<file path="config.mk">
export PLATFORM = sky130hd
export DESIGN_NAME = tern_cf_adder
export DESIGN_NICKNAME = d
export VERILOG_FILES = /design/src/rtl/tern_pkg.sv /design/src/rtl/tern_operand_in.sv /design/src/rtl/tern_half_add.sv /design/src/rtl/tern_cf_adder.sv
export SDC_FILE = /design/constraint.sdc
export NUM_CORES = 1
export LEC_CHECK = 0
export BUFFER_PORTS_ARGS = -buffer_cell sky130_fd_sc_hd__buf_4
export CAP_MARGIN = 30
export CORE_AREA = 2 2 39 41
export CTS_CLUSTER_DIAMETER = 150
export DETAILED_ROUTE_END_ITERATION = 7
export DIE_AREA = 0 0 41 43
export PLACE_DENSITY_LB_ADDON = 0.2
export SKIP_CTS_REPAIR_TIMING = 1
export SYNTH_ARGS = -nofsm -noshare
export SYNTH_HDL_FRONTEND = slang
export SYNTH_HIERARCHICAL = 1
export SYNTH_SLANG_ARGS = --single-unit
</file>
<file path="constraint.sdc">
create_clock -name clk -period 2.2 [get_ports clk]
set_input_delay 0.11 -clock clk [delete_from_list [all_inputs] [get_ports clk]]
set_output_delay 0.11 -clock clk [all_outputs]
set_load 0.01 [all_outputs]
</file>
<file path="src/rtl/tern_pkg.sv">
package tern_pkg;

    typedef enum logic [1:0] {
        TZ = 2'b00,
        TP = 2'b01,
        TN = 2'b11
    } trit_e;

    localparam int CODE_W = 2;

    function automatic trit_e trit_decode(input logic [CODE_W-1:0] code);
        trit_e t;
        case (code)
            2'b01:   t = TP;
            2'b11:   t = TN;
            default: t = TZ;
        endcase
        return t;
    endfunction

    function automatic trit_e trit_negate(input trit_e t);
        trit_e r;
        unique case (t)
            TP: r = TN;
            TN: r = TP;
            TZ: r = TZ;
        endcase
        return r;
    endfunction

    function automatic int trit_value(input trit_e t);
        int v;
        unique case (t)
            TP: v = 1;
            TN: v = -1;
            TZ: v = 0;
        endcase
        return v;
    endfunction

endpackage

</file>
<file path="src/rtl/tern_operand_in.sv">
module tern_operand_in
    import tern_pkg::*;
#(
    parameter bit CAN_NEGATE = 1'b0
) (
    input  logic [CODE_W-1:0] code,
    input  logic              negate,
    output trit_e             trit
);
    trit_e decoded;
    assign decoded = trit_decode(code);

    generate
        if (CAN_NEGATE) begin : g_neg
            assign trit = negate ? trit_negate(decoded) : decoded;
        end else begin : g_pass
            logic unused_neg;
            assign unused_neg = negate;
            assign trit = decoded;
        end
    endgenerate
endmodule

</file>
<file path="src/rtl/tern_half_add.sv">
module tern_half_add
    import tern_pkg::*;
(
    input  trit_e lhs,
    input  trit_e rhs,
    output trit_e sum,
    output trit_e carry
);
    always_comb begin
        sum   = TZ;
        carry = TZ;
        unique case (lhs)
            TZ: sum = rhs;
            TP: begin
                unique case (rhs)
                    TZ: sum = TP;
                    TN: sum = TZ;
                    TP: begin
                        sum   = TP;
                        carry = TP;
                    end
                endcase
            end
            TN: begin
                unique case (rhs)
                    TZ: sum = TN;
                    TP: sum = TZ;
                    TN: begin
                        sum   = TN;
                        carry = TN;
                    end
                endcase
            end
        endcase
    end
endmodule

</file>
<file path="src/rtl/tern_cf_adder.sv">
module tern_cf_adder
    import tern_pkg::*;
(
    input  logic       clk,
    input  logic       rst,
    input  logic       en,
    input  logic [1:0] a_code,
    input  logic [1:0] b_code,
    input  logic       sub_mode,
    output logic [1:0] sum_code
);
    localparam int LANES = 2;

    typedef enum logic [1:0] {
        CARRY_ZERO = 2'b00,
        CARRY_POS  = 2'b01,
        CARRY_NEG  = 2'b11
    } carry_state_e;

    logic [CODE_W-1:0] lane_code [LANES];
    trit_e             lane_trit [LANES];
    assign lane_code[0] = a_code;
    assign lane_code[1] = b_code;

    genvar gi;
    generate
        for (gi = 0; gi < LANES; gi++) begin : g_lane
            tern_operand_in #(.CAN_NEGATE(gi == LANES - 1)) u_in (
                .code   (lane_code[gi]),
                .negate (sub_mode),
                .trit   (lane_trit[gi])
            );
        end
    endgenerate

    carry_state_e state_q, state_d;
    trit_e        stored, part_sum, c1, out_trit, c2, merged, c3;
    logic [1:0]   sum_q;

    always_comb begin
        unique case (state_q)
            CARRY_ZERO: stored = TZ;
            CARRY_POS:  stored = TP;
            CARRY_NEG:  stored = TN;
        endcase
    end

    tern_half_add u_ha_ops   (.lhs(lane_trit[0]), .rhs(lane_trit[1]), .sum(part_sum), .carry(c1));
    tern_half_add u_ha_fold  (.lhs(part_sum),     .rhs(stored),       .sum(out_trit), .carry(c2));
    tern_half_add u_ha_merge (.lhs(c1),           .rhs(c2),           .sum(merged),   .carry(c3));

    always_comb begin
        state_d = state_q;
        if (en) begin
            unique case (merged)
                TZ: state_d = CARRY_ZERO;
                TP: state_d = CARRY_POS;
                TN: state_d = CARRY_NEG;
            endcase
        end
    end

    always_ff @(posedge clk) begin
        if (rst) state_q <= CARRY_ZERO;
        else     state_q <= state_d;
    end

    always_ff @(posedge clk) begin
        if (rst)     sum_q <= 2'b00;
        else if (en) sum_q <= out_trit;
    end

    assign sum_code = sum_q;

    AST_OUT_CODE_LEGAL: assert property (@(posedge clk) disable iff (rst)
        sum_q != 2'b10);

    AST_IDLE_HOLDS: assert property (@(posedge clk) disable iff (rst)
        !en |=> ($stable(sum_q) && $stable(state_q)));

    AST_LOSS_ONLY_TRIPLE: assert property (@(posedge clk) disable iff (rst)
        (en && c3 != TZ) |-> (lane_trit[0] == lane_trit[1] && lane_trit[1] == stored && stored != TZ));

    AST_VALUE_CONSERVED: assert property (@(posedge clk) disable iff (rst)
        (en && c3 == TZ) |=>
        (trit_value($past(lane_trit[0])) + trit_value($past(lane_trit[1])) + trit_value($past(stored))
         == trit_value(trit_decode(sum_q)) + trit_value(stored)));

    AST_QUIET_STAYS_ZERO: assert property (@(posedge clk) disable iff (rst)
        (en && lane_trit[0] == TZ && lane_trit[1] == TZ && state_q == CARRY_ZERO) |=>
        (sum_q == 2'b00 && state_q == CARRY_ZERO));
endmodule

</file>
==> key figures <==
GRT
  • First-pass GRT wire length: 1580 um
  • Initial antenna violation count: 0
  • Met1 usage: 18.3%
  • Gr ovfl total: 0
  • Routing usage on met3: 2.09%
  • Largest net degree at the start of global routing: 8
  • All-Layer GR Usage: 11.9%
  • Met2 usage: around 17%
  • Gr busiest metal: met1
  • Vias in the first global route: roughly 390

Power and ir drop
  • Power share of the sequential group: 31.7%
  • Total power: roughly 0.24 mW
  • Power density cells: ~380 mW/mm^2
  • Combinational share of power: 32.6%
  • Max rail drop VDD: 0.000311 V
  • Pleak: 0.295 nW
  • Sw power: 0.0635 mW
  • Sw Share: 25.9%
  • Int Power: 0.181 mW
  • Clock group share of total power: 35.7%

Place
  • Post-place setup slack: -0.220 ns
  • GPL Wtd Cong: slightly below 0.7
  • IO buf count: 9

Timing
  • Worst-margin pin slew: 0.287 ns
  • Setup violators final: 0
  • Max Slew Vio Count: 0
  • RSZ-0062 raised after global routing: false
  • Hold Vio Cnt, Final: 0
  • Setup WS post-layout: roughly 0.17 ns
  • Period minus WS final: 2.03 ns
  • Fmax: between 0.4 and 0.5 GHz
  • Fin crit share: 92.1%
  • Clk_skew: between 0.001 and 0.0015 ns
  • Relative slew margins: between 80% and 90%

Yosys
  • Synth Instances: 56
  • Syn_nets: 72
  • Post-Syn Area: 463 sq um
  • Synth warn: 6
  • Mapped Avg Cell Area: 8.27 sq um

Floorplan
  • Ports: 10
  • Die footprint: 0.00176 sq mm
  • Starting density of the core: 33.5%
  • Die width: between 40 and 50 um
  • Core area: 0.00138 sq mm
  • Die Height: 43 um
  • # rows: 14

Worst setup path
  • Worst-path maximum fanout: 3
  • Startpoint Class: primary input
  • Critical Path AT: around 2.1 ns
  • Critical path endpoint category: register
  • Critical path class: in -> reg
  • WP data required: around 2.3 ns

Clock tree
  • Clock-pin slew on the worst setup and hold paths: roughly 0.04 ns
  • CTS root buffer: clkbuf_4
  • CTS tree: done
  • Clock tree sinks: 4
  • Num CTS Buffers: 3
  • CTS H-Tree Depth: 1
  • Worst skew pair latency: 0.22 ns
  • Clock buffer depth: 2

Route
  • WL final: 801 um
  • ANT nets after route: 0
  • Initial DRC count: 0
  • DRT Pass-1 Iters: 1
  • Wire length per cell: 9.31 um
  • Vias per cell: 4.67
  • Vias: 402
  • Drc violations: 0

Final layout
  • Fillers: ~150
  • Area Overhead vs Synth: 39.7%
  • Nets@finish: 88
  • Fraction of layout cells with a size suffix above 1: ~43%
  • ANT cells: 0

Worst hold path
  • HP Class: in -> reg

Run
  • Max-cap violation count: 0

Status
  • Run status: complete, no violations
==> final timing paths <==
| kind | startpoint | to | slack (ns) | cells past startpoint |
|---|---|---|---|---|
| worst min-delay path | rst | state_q[1] | 0.07 | 2 |
| worst max register to register | state_q[0] | state_q[0] | 0.28 | 11 |
| worst min register to register | state_q[1] | state_q[1] | 0.47 | 2 |
| worst max-delay path | b_code[1] | state_q[0] | 0.17 | 15 |
==> area by class of cell <==
type | count | area, sq um | area share (%)
inverters | 6 | 22.5 | 3.48
multi-input cells | 42 | 389 | 60.2
repair buffers | 15 | 113 | 17.4
flip-flops and latches | 4 | 80.1 | 12.4
clock buffers | 3 | 22.5 | 3.48
well taps | 16 | 20.0 | 3.09
==> metal layers <==
layer  vias up  share of wire [%]
met5         -                  0
met4         0                  0
met3         0                1.7
met2         4                 46
met1       180                 52
li1        218                  -
==> state kept, by name (all words and copies together), names as in the netlist <==
| name | count |
|---|---|
| state_q | 2 |
| sum_code | 2 |
==> critical path: stages <==
cell and delay, ns:
buf_4 0.11, xor2_1 0.14, and2_1 0.17, inv_2 0.08
ha_4 0.20, nand3b_1 0.16, o21ai_2 0.10, mux2i_1 0.21
nor2b_1 0.07, buf_4 0.13, ha_1 0.18, nor3_1 0.16
o22ai_2 0.13, mux2i_1 0.15, nor2_1 0.05
==> cell usage in the layout (no fill, tap or decap), types with 2 or more instances in the layout <==
| cell | instances |
|---|---|
| a21bo_1 | 3 |
| clkbuf_4 | 3 |
| nor3_1 | 2 |
| nor2_1 | 3 |
| and3_2 | 2 |
| inv_1 | 4 |
| o22ai_2 | 2 |
| and2_1 | 3 |
| nor2b_1 | 2 |
| ha_1 | 6 |
| inv_2 | 2 |
| mux2i_1 | 5 |
| buf_4 | 15 |
| o21ai_0 | 2 |
| nand3b_1 | 3 |
| ha_4 | 2 |
| dfxtp_1 | 4 |
==> power groups by stage <==
stage / Clock, mW / Combinational (mW) / Sequential, mW
finish: 0.0874 / 0.0799 / 0.0776
global route: 0.0945 / 0.0899 / 0.0781
CTS: 0.0893 / 0.0738 / 0.0776
detailed placement: 0 / 0.0733 / 0.0789
global placement: 0 / 0.0723 / 0.0788
floorplan: 0 / 0.0449 / 0.0792
==> stage by stage <==
| step | area, sq um | utilization, % | hold slack, ns | TNS [ns] | cells |
|---|---|---|---|---|---|
| after floorplan | 473 | - | 0.172 | 0 | 56 |
| after global placement | 583 | 42.1 | 0.305 | -0.263 | 83 |
| after detailed placement | 583 | 42.1 | 0.301 | -0.358 | 83 |
| after CTS | 606 | 43.8 | 0.0646 | 0 | 86 |
| after global routing | 647 | 46.7 | 0.0659 | 0 | 86 |
| final | 647 | 46.7 | 0.0670 | 0 | 86 |
No activity file was read; power rests on OpenSTA's default activity.
